[config.mk]
export PLATFORM = sky130hd
export DESIGN_NAME = seg_window_xlat
export DESIGN_NICKNAME = d
export VERILOG_FILES = /design/src/rtl/seg_xlat_pkg.sv /design/src/rtl/seg_xlat_decode.sv /design/src/rtl/seg_xlat_segsw.sv /design/src/rtl/seg_xlat_lanes.sv /design/src/rtl/seg_window_xlat.sv
export SDC_FILE = /design/constraint.sdc
export NUM_CORES = 1
export LEC_CHECK = 0
export ABC_AREA = 1
export BUFFER_PORTS_ARGS = -buffer_cell sky130_fd_sc_hd__buf_2
export CAP_MARGIN = 20
export CORE_ASPECT_RATIO = 1.25
export CORE_MARGIN = 5
export CORE_UTILIZATION = 35
export CTS_CLUSTER_DIAMETER = 40
export DETAILED_ROUTE_END_ITERATION = 16
export PLACE_DENSITY = 0.6
export SYNTH_ARGS = -nofsm -noshare
export SYNTH_HDL_FRONTEND = slang
export SYNTH_SLANG_ARGS = --single-unit
[constraint.sdc]
create_clock -name clk -period 1.85 [get_ports clk]
set_clock_uncertainty 0.05 [all_clocks]
set_input_delay 0.37 -clock clk [delete_from_list [all_inputs] [get_ports clk]]
set_output_delay 0.37 -clock clk [all_outputs]
set_load 0.02 [all_outputs]
[src/rtl/seg_xlat_pkg.sv]
package seg_xlat_pkg;
  typedef enum logic [1:0] {
    SZ_8  = 2'd0,
    SZ_16 = 2'd1,
    SZ_32 = 2'd2
  } xfer_size_e;

  typedef enum logic [3:0] {
    ST_INIT,
    ST_INIT_WAIT,
    ST_IDLE,
    ST_CORE,
    ST_SEG_GO,
    ST_SEG_WAIT,
    ST_BEAT_LO,
    ST_BEAT_HI,
    ST_RESP
  } xlat_state_e;
endpackage

[src/rtl/seg_xlat_decode.sv]
module seg_xlat_decode #(
  parameter int          OFF_W = 16,
  parameter logic [15:0] SPLIT = 16'h0800
) (
  input  logic [OFF_W-1:0] offset,
  output logic             seg_sel,
  output logic [OFF_W-1:0] local_off
);
  localparam logic [OFF_W-1:0] SPLIT_W = OFF_W'(SPLIT);

  always_comb begin
    seg_sel   = (offset >= SPLIT_W);
    local_off = seg_sel ? (offset - SPLIT_W) : offset;
  end
endmodule

[src/rtl/seg_xlat_segsw.sv]
module seg_xlat_segsw #(
  parameter int              MAX_TRIES  = 3,
  parameter int              RETRY_WAIT = 10,
  parameter int              CFG_AW     = 8,
  parameter int              CFG_DW     = 8,
  parameter logic [CFG_AW-1:0] REG_ADDR = 8'h34
) (
  input  logic              clk,
  input  logic              rst_n,
  input  logic              start,
  input  logic              target,
  output logic              cfg_req,
  output logic              cfg_we,
  output logic [CFG_AW-1:0] cfg_addr,
  output logic [CFG_DW-1:0] cfg_wdata,
  input  logic              cfg_ack,
  input  logic [CFG_DW-1:0] cfg_rdata,
  output logic              done,
  output logic              ok
);
  localparam int TRY_W  = $clog2(MAX_TRIES + 1);
  localparam int WAIT_W = $clog2(RETRY_WAIT + 1);
  localparam logic [TRY_W-1:0]  LAST_TRY  = TRY_W'(MAX_TRIES - 1);
  localparam logic [WAIT_W-1:0] LAST_WAIT = WAIT_W'(RETRY_WAIT - 1);

  typedef enum logic [1:0] {SS_IDLE, SS_WR, SS_RD, SS_PAUSE} sw_state_e;

  sw_state_e         st;
  logic              tgt;
  logic [TRY_W-1:0]  tries;
  logic [WAIT_W-1:0] wcnt;

  assign cfg_req   = (st == SS_WR) || (st == SS_RD);
  assign cfg_we    = (st == SS_WR);
  assign cfg_addr  = REG_ADDR;
  assign cfg_wdata = CFG_DW'(tgt);

  always_ff @(posedge clk or negedge rst_n) begin
    if (!rst_n) begin
      st    <= SS_IDLE;
      tgt   <= 1'b0;
      tries <= '0;
      wcnt  <= '0;
      done  <= 1'b0;
      ok    <= 1'b0;
    end else begin
      done <= 1'b0;
      case (st)
        SS_IDLE: begin
          if (start) begin
            tgt   <= target;
            tries <= '0;
            st    <= SS_WR;
          end
        end
        SS_WR: begin
          if (cfg_ack) st <= SS_RD;
        end
        SS_RD: begin
          if (cfg_ack) begin
            if (cfg_rdata == CFG_DW'(tgt)) begin
              done <= 1'b1;
              ok   <= 1'b1;
              st   <= SS_IDLE;
            end else if (tries == LAST_TRY) begin
              done <= 1'b1;
              ok   <= 1'b0;
              st   <= SS_IDLE;
            end else begin
              tries <= tries + 1'b1;
              wcnt  <= '0;
              st    <= SS_PAUSE;
            end
          end
        end
        SS_PAUSE: begin
          if (wcnt == LAST_WAIT) st <= SS_WR;
          else                   wcnt <= wcnt + 1'b1;
        end
        default: st <= SS_IDLE;
      endcase
    end
  end
endmodule

[src/rtl/seg_xlat_lanes.sv]
module seg_xlat_lanes
  import seg_xlat_pkg::*;
(
  input  logic [1:0]  size,
  input  logic        odd,
  input  logic        beat_hi,
  input  logic [31:0] wdata,
  input  logic [15:0] win_rdata,
  input  logic [15:0] lo_hold,
  output logic [15:0] win_wdata,
  output logic [1:0]  win_be,
  output logic [31:0] rd_word,
  output logic [31:0] ones_word
);
  always_comb begin
    case (size)
      SZ_8: begin
        win_wdata = {wdata[7:0], wdata[7:0]};
        win_be    = odd ? 2'b10 : 2'b01;
        rd_word   = {24'h0, odd ? win_rdata[15:8] : win_rdata[7:0]};
        ones_word = 32'h0000_00FF;
      end
      SZ_16: begin
        win_wdata = wdata[15:0];
        win_be    = 2'b11;
        rd_word   = {16'h0, win_rdata};
        ones_word = 32'h0000_FFFF;
      end
      default: begin
        win_wdata = beat_hi ? wdata[31:16] : wdata[15:0];
        win_be    = 2'b11;
        rd_word   = {win_rdata, lo_hold};
        ones_word = 32'hFFFF_FFFF;
      end
    endcase
  end
endmodule

[src/rtl/seg_window_xlat.sv]
module seg_window_xlat
  import seg_xlat_pkg::*;
#(
  parameter int              CORE_W     = 4,
  parameter int              OFF_W      = 16,
  parameter logic [15:0]     SEG_SPLIT  = 16'h0800,
  parameter int              MAX_TRIES  = 3,
  parameter int              RETRY_WAIT = 10,
  parameter int              CFG_AW     = 8,
  parameter int              CFG_DW     = 8,
  parameter logic [CFG_AW-1:0] SEG_REG  = 8'h34
) (
  input  logic              clk,
  input  logic              rst_n,
  input  logic              req_valid,
  output logic              req_ready,
  input  logic [1:0]        req_size,
  input  logic              req_write,
  input  logic [CORE_W-1:0] req_core,
  input  logic [OFF_W-1:0]  req_offset,
  input  logic [31:0]       req_wdata,
  output logic              rsp_valid,
  input  logic              rsp_ready,
  output logic [31:0]       rsp_rdata,
  output logic              rsp_err,
  output logic              csw_req,
  output logic [CORE_W-1:0] csw_core,
  input  logic              csw_done,
  input  logic              csw_ok,
  output logic              cfg_req,
  output logic              cfg_we,
  output logic [CFG_AW-1:0] cfg_addr,
  output logic [CFG_DW-1:0] cfg_wdata,
  input  logic              cfg_ack,
  input  logic [CFG_DW-1:0] cfg_rdata,
  output logic              win_req,
  output logic              win_we,
  output logic [OFF_W-1:0]  win_addr,
  output logic [1:0]        win_be,
  output logic [15:0]       win_wdata,
  input  logic              win_ack,
  input  logic [15:0]       win_rdata
);
  localparam logic [OFF_W-1:0] HI_STEP = OFF_W'(2);

  xlat_state_e       st;
  logic [1:0]        r_size;
  logic              r_write;
  logic [CORE_W-1:0] r_core;
  logic              r_seg;
  logic [OFF_W-1:0]  r_loc;
  logic [31:0]       r_wdata;
  logic [15:0]       lo_hold;
  logic [CORE_W-1:0] core_q;
  logic              core_vld;
  logic              seg_q;
  logic              seg_vld;
  logic [31:0]       rsp_data_q;
  logic              rsp_err_q;

  logic              dec_seg;
  logic [OFF_W-1:0]  dec_loc;
  logic              sw_start;
  logic              sw_target;
  logic              sw_done;
  logic              sw_ok;
  logic              beat_hi;
  logic [31:0]       rd_word;
  logic [31:0]       ones_word;
  logic              seg_miss;

  seg_xlat_decode #(.OFF_W(OFF_W), .SPLIT(SEG_SPLIT)) u_decode (
    .offset    (req_offset),
    .seg_sel   (dec_seg),
    .local_off (dec_loc)
  );

  seg_xlat_segsw #(
    .MAX_TRIES (MAX_TRIES),
    .RETRY_WAIT(RETRY_WAIT),
    .CFG_AW    (CFG_AW),
    .CFG_DW    (CFG_DW),
    .REG_ADDR  (SEG_REG)
  ) u_segsw (
    .clk       (clk),
    .rst_n     (rst_n),
    .start     (sw_start),
    .target    (sw_target),
    .cfg_req   (cfg_req),
    .cfg_we    (cfg_we),
    .cfg_addr  (cfg_addr),
    .cfg_wdata (cfg_wdata),
    .cfg_ack   (cfg_ack),
    .cfg_rdata (cfg_rdata),
    .done      (sw_done),
    .ok        (sw_ok)
  );

  seg_xlat_lanes u_lanes (
    .size      (r_size),
    .odd       (r_loc[0]),
    .beat_hi   (beat_hi),
    .wdata     (r_wdata),
    .win_rdata (win_rdata),
    .lo_hold   (lo_hold),
    .win_wdata (win_wdata),
    .win_be    (win_be),
    .rd_word   (rd_word),
    .ones_word (ones_word)
  );

  assign beat_hi   = (st == ST_BEAT_HI);
  assign seg_miss  = !seg_vld || (seg_q != r_seg);
  assign req_ready = (st == ST_IDLE);
  assign rsp_valid = (st == ST_RESP);
  assign rsp_rdata = rsp_data_q;
  assign rsp_err   = rsp_err_q;
  assign csw_req   = (st == ST_CORE);
  assign csw_core  = r_core;
  assign sw_start  = (st == ST_INIT) || (st == ST_SEG_GO);
  assign sw_target = (st == ST_INIT) ? 1'b0 : r_seg;
  assign win_req   = (st == ST_BEAT_LO) || (st == ST_BEAT_HI);
  assign win_we    = r_write;
  assign win_addr  = beat_hi ? (r_loc + HI_STEP) : r_loc;

  always_ff @(posedge clk or negedge rst_n) begin
    if (!rst_n) begin
      st         <= ST_INIT;
      r_size     <= 2'd0;
      r_write    <= 1'b0;
      r_core     <= '0;
      r_seg      <= 1'b0;
      r_loc      <= '0;
      r_wdata    <= '0;
      lo_hold    <= '0;
      core_q     <= '0;
      core_vld   <= 1'b0;
      seg_q      <= 1'b0;
      seg_vld    <= 1'b0;
      rsp_data_q <= '0;
      rsp_err_q  <= 1'b0;
    end else begin
      case (st)
        ST_INIT: st <= ST_INIT_WAIT;
        ST_INIT_WAIT: begin
          if (sw_done) begin
            seg_q   <= 1'b0;
            seg_vld <= sw_ok;
            st      <= ST_IDLE;
          end
        end
        ST_IDLE: begin
          if (req_valid) begin
            r_size  <= req_size;
            r_write <= req_write;
            r_core  <= req_core;
            r_seg   <= dec_seg;
            r_loc   <= dec_loc;
            r_wdata <= req_wdata;
            if (!core_vld || (core_q != req_core))
              st <= ST_CORE;
            else if (!seg_vld || (seg_q != dec_seg))
              st <= ST_SEG_GO;
            else
              st <= ST_BEAT_LO;
          end
        end
        ST_CORE: begin
          if (csw_done) begin
            if (csw_ok) begin
              core_q   <= r_core;
              core_vld <= 1'b1;
              st       <= seg_miss ? ST_SEG_GO : ST_BEAT_LO;
            end else begin
              core_vld   <= 1'b0;
              rsp_data_q <= ones_word;
              rsp_err_q  <= 1'b1;
              st         <= ST_RESP;
            end
          end
        end
        ST_SEG_GO: st <= ST_SEG_WAIT;
        ST_SEG_WAIT: begin
          if (sw_done) begin
            if (sw_ok) begin
              seg_q   <= r_seg;
              seg_vld <= 1'b1;
              st      <= ST_BEAT_LO;
            end else begin
              seg_vld    <= 1'b0;
              rsp_data_q <= ones_word;
              rsp_err_q  <= 1'b1;
              st         <= ST_RESP;
            end
          end
        end
        ST_BEAT_LO: begin
          if (win_ack) begin
            if (r_size == SZ_8 || r_size == SZ_16) begin
              rsp_data_q <= r_write ? 32'h0 : rd_word;
              rsp_err_q  <= 1'b0;
              st         <= ST_RESP;
            end else begin
              lo_hold <= win_rdata;
              st      <= ST_BEAT_HI;
            end
          end
        end
        ST_BEAT_HI: begin
          if (win_ack) begin
            rsp_data_q <= r_write ? 32'h0 : rd_word;
            rsp_err_q  <= 1'b0;
            st         <= ST_RESP;
          end
        end
        ST_RESP: begin
          if (rsp_ready) st <= ST_IDLE;
        end
        default: st <= ST_IDLE;
      endcase
    end
  end
endmodule

======== Word level (Yosys, flattened, before mapping) ========
Cells that the tools add are included.
operators by class
  add/subtract/negate cells ............... 4
  $lt $le $gt $ge ......................... 1
  equality and inequality tests ........... 36
  multiplexer cells ....................... 73
  bitwise logic cells ..................... 1
  reduce and logical (&&, ||, !) cells .... 30
operator list
  operator                number
  $mux 32                 8
  $pmux 32 s2             2
  $pmux 32 s4             1
  $mux 4                  14
  $mux 16                 3
  $pmux 4 s9              1
  $pmux 16 s2             1
  $mux 2                  14
  $mux 1                  21
  $ne 2x2->1 const B      10
  $add 16x2->16 const B   1
  $eq 4x3->1 const B      4
  $ge 16x12->1 const B    1
  $ne 2x1->1 const B      8
  $sub 16x12->16 const B  1
  $reduce_and 3->1        4
  $reduce_and 5->1        2
  $eq 4x2->1 const B      2
  $eq 4x4->1 const B      2
  $eq 8x1->1              1
  $mux 8                  1
  $pmux 2 s4              1
  $pmux 4 s2              1
  $reduce_and 4->1        2
  other kinds (21)        39
word-level totals
  bits in registers ....................... 127
  input bits .............................. 87
  output and inout bits ................... 94
  logic and storage cells ................. 165

======== Logic depth before layout (Yosys ltp) ========
  depth after elaboration ................. 7
  mapped depth ............................ 11
  depth with buffers taken out ............ 10

======== Modules after synthesis ========
Synthesis repeated with hierarchy kept, for this count alone.
unflattened totals
  cell total of the unflattened synthesis .. 1042
  area total of the unflattened synthesis .. 8018.9 um2
by module, submodules not included
  module           instances  cells each  area an instance (um2)  seq. area each (um2)
  seg_window_xlat  1          637         5622.9                  2902.8
  seg_xlat_lanes   1          235         1143.6                  0.0
  seg_xlat_segsw   1          136         1053.5                  275.3
  seg_xlat_decode  1          34          198.9                   0.0

======== Worst setup path after synthesis ========
No wires, ideal clock.
  path type ............................... register to output
  start ................................... register st[2]
  end ..................................... output win_addr[14]
  arrival time ............................ 1.507 ns
  required time ........................... 1.430 ns
  slack ................................... -0.077 ns
  stages on the path, launching flop included .. 9
  buffers on the path ..................... 0
  path through ............................ dfrtp_1 -> inv_2 -> nor2_4 -> nand2_2 -> inv_2 -> nand4_2 -> nor2_1 -> nand2_1 -> xor2_1
between the ends
  longest elaborated chain between the ends .. 2
ends and longest elaborated chain
  element                 line                    text
  start, declared         seg_window_xlat.sv:46   xlat_state_e st;
  start signal, assigned  seg_window_xlat.sv:173  st <= seg_miss ? ST_SEG_GO : ST_BEAT_LO;
  $eq 4x3->1              seg_window_xlat.sv:112  assign beat_hi = (st == ST_BEAT_HI);
  $mux 16                 seg_window_xlat.sv:124  assign win_addr = beat_hi ? (r_loc + HI_STEP) : r_loc;
  end, declared           seg_window_xlat.sv:38   output logic [OFF_W-1:0] win_addr,
No other way between the ends.

======== Worst setup path in the final report ========
  start ................................... register st[2]
  end ..................................... output win_addr[15]
Same word-level chain as after synthesis.

==> flow_summary.json <==
{
  "antenna_found_initial": 1,
  "cp_max_fo": 3,
  "reg2reg_to": "st[2]",
  "h-tree-depth": 4,
  "crit_family": "simple AND/OR/NAND/NOR gates",
  "final_antenna_net_count": 0,
  "grt.overflow.total": 0,
  "powerDensity_nw_per_um2": 1840,
  "startpoint_type": "flip-flop",
  "ctsRootBufferMaster": "clkbuf_16",
  "hold_viol": 0,
  "port_buffers": 165,
  "rows": 57,
  "synth_area_um2": 6840,
  "final-setup-viol-count": 104,
  "dpl.hpwl_um": 14300,
  "whs_endpoint": "r_wdata[25]",
  "clkTransAtPathRegs_ns": 0.06,
  "most-common-layout-cells": "nand2_1, buf_2, dfrtp_1",
  "ff2ff_setup_slack_ns": -0.17,
  "die_y_um": 166,
  "r2r_start": "st[1]",
  "cts.sinks": 127,
  "die_area_um2": 22500,
  "critPathSlowestCell": "dfrtp_1",
  "drt_iter0_markers": 375,
  "yosysWarnings": 0,
  "p_sw_w": 0.00809,
  "status": "finished, violations left",
  "grt_pass1_wl_um": 31900,
  "final.setup.worst_slack_ns": -0.420,
  "fillers": 1759,
  "nets": 1216,
  "rsz0062_at_grt": "true",
  "path_buf_inv": 3,
  "initial_core_util_pct": 35.4,
  "cts_tree": "built",
  "slew_headroom_pct": 66.0,
  "sequentialPowerShare_pct": 25.4,
  "min_period_ns": 2.27,
  "leakagePower_nw": 5.28,
  "async_flop_share_pct": 100,
  "core_area_um2": 19300,
  "period_share_pct": 123,
  "worstMarginPinSlew_ns": 0.510,
  "yosysTopAreaCellShare_pct": 46.5,
  "grtUsageTotal_pct": 17.7,
  "pwr-share-comb_pct": 55.0,
  "drt-total-wl_um": 23100,
  "num_vias": 6724,
  "layout-area-overhead-vs-synth_pct": 51.8,
  "post-place-ws_ns": -0.0971,
  "crit_path_frequent_cell": "nor2_4",
  "fmax_mhz": 441,
  "routedWlPerCell_um": 16.5,
  "slew_viol_final": 0,
  "crit_chain": "inv_2, nor2_4, nand2_4, nor2_4, nand3_2, nor2_4, buf_4, nand3_1, nand2_1, nand2_2, buf_6",
  "ys_types": 44,
  "remaining_drc_errors": 0,
  "clk_path_buf_depth": 2,
  "whs_ns": 0.0966,
  "critPathCaptureType": "output port",
  "placed_area_um2": 8180,
  "pin_count": 181,
  "max-cap-violations": 0,
  "p_sw_share_pct": 42.4,
  "worstPathArrival_ns": 1.85,
  "p_int_w": 0.0110,
  "drive_gt1_share_pct": 39.4,
  "fin_area_um2": 10400,
  "avgSynthCellArea_um2": 7.96,
  "gp_congestion": 0.940,
  "layout_commonest_cell": "nand2_1",
  "fp.dieW_um": 135,
  "critical_path_class": "reg -> out",
  "hp-start": "req_wdata[25]",
  "via_per_inst": 4.81,
  "violations": "setup timing",
  "vdd_drop_max_mv": 0.797,
  "synth_ff_type": "dfrtp_1",
  "ys_seq_area_share_pct": 46.5,
  "insertion_delay_ns": 0.41,
  "r2r_cells": 11,
  "first_global_vias": 6310,
  "max_stage_delay_ns": 0.35,
  "yosys_register_bits": 127,
  "p_total_w": 0.0191,
  "antenna_cells": 0,
  "yosys.area.top_type": "dfrtp_1",
  "cts_inserted_buffers": 17,
  "dr.pass1.iters": 5,
  "syn_inst": 859,
  "synth.area.top_cells": "dfrtp_1, nand2_1, o21ai_0",
  "hold_depth": 3,
  "worst_ep_required_time_ns": 1.43,
  "hold_class": "in -> reg",
  "grt_max_degree": 53,
  "synth_edf_count": 0,
  "clkPwrFrac_pct": 19.7
}
state kept, by name (all words and copies together) (netlist names), 2 cells and up:
register,flops
lo_hold,16
r_size,2
r_loc,16
r_wdata,32
core_q,4
st,4
csw_core,4
rsp_rdata,32
u_segsw.st,2
u_segsw.tries,2
u_segsw.wcnt,4
synthesized netlist by cell type (3+ instances only):
library cell and instances:
inv_1 57, dfrtp_1 127, xnor2_1 4, o21ai_0 64
buf_6 7, or2_2 4, nor2_4 5, clkbuf_1 15
nand4_1 4, inv_2 6, buf_4 21, nand3_1 55
o21ai_1 4, buf_2 7, nor2_2 3, nor3b_1 3
xor2_1 15, nor2_1 67, nand2_1 296, nor3_1 5
o31ai_2 15, nand2_2 5, a21oi_1 28, mux2_2 8
ha_1 9
final cells by class:
type	count	area (um^2)	share of cell area, %
sequential	127	3180	30.6
tap	265	332	3.19
inverter	68	303	2.92
timing repair inverter	4	40.0	0.386
clock buffer	18	439	4.23
multi-input combinational	630	3620	34.9
timing repair buffer	272	2250	21.7
clock inverter	13	211	2.04
tightest hold or removal path: stages:
cell and delay (ns):
buf_2 0.08, nand2_1 0.04, nand2_1 0.04
how the worst max path moves through the flow:
stage	cells past startpoint	slack, ns	start	endpoint
detailed placement	8	-0.1	st[3]	win_addr[14]
CTS	11	-0.45	st[2]	win_addr[13]
global route	11	-0.50	st[2]	win_addr[15]
global placement	8	-0.05	st[3]	win_addr[14]
finish	11	-0.42	st[2]	win_addr[15]
floorplan	7	-0.02	st[2]	win_addr[10]
routing by layer:
| metal | wire length, um | global-route usage, % | up-vias |
|---|---|---|---|
| li1 | - | - | 3251 |
| met4 | 527 | 5.30 | 2 |
| met3 | 1240 | 4.24 | 47 |
| met1 | 9430 | 21.4 | 3215 |
| met2 | 11900 | 30.9 | 209 |
| met5 | 11 | 0 | - |
metrics by stage:
| step | util (%) | TNS, ns | instances |
|---|---|---|---|
| floorplan | - | -0.0234 | 872 |
| global placement | 42.3 | -0.0868 | 1300 |
| detailed placement | 42.3 | -0.135 | 1300 |
| CTS | 47.8 | -9.98 | 1348 |
| global route | 53.7 | -22.75 | 1397 |
| finish | 53.7 | -14.59 | 1397 |
what timing repair did:
item / CTS / global route
hold endpoints to repair: 28 / 0
hold buffers: 1 / 0
buffers inserted: 19 / 28
gates cloned: 0 / 24
pin swaps: 7 / 19
endpoints found under the setup margin: 37 / 125
resized for setup: 74 / 142
power groups by stage:
stage	clock [W]	combinational (W)	sequential [W]
detailed placement	0	0.00743	0.00480
finish	0.00375	0.0105	0.00484
CTS	0.00381	0.00829	0.00476
global placement	0	0.00736	0.00478
floorplan	0	0.00456	0.00512
global route	0.00394	0.0113	0.00499
cell families (layout without fill, tap and decap cells):
family / after synthesis / in the layout / share of synthesized area [%]
simple gates: 456 / 460 / 28.4
flops: 127 / 127 / 46.5
buf+inv: 119 / 375 / 8.73
compound gates: 117 / 117 / 10.4
xor+xnor: 19 / 19 / 2.43
mux: 10 / 10 / 1.76
fa+ha+maj: 9 / 9 / 1.65
other cells: 2 / 15 / 0.110
(Power assumes the default switching activity.)
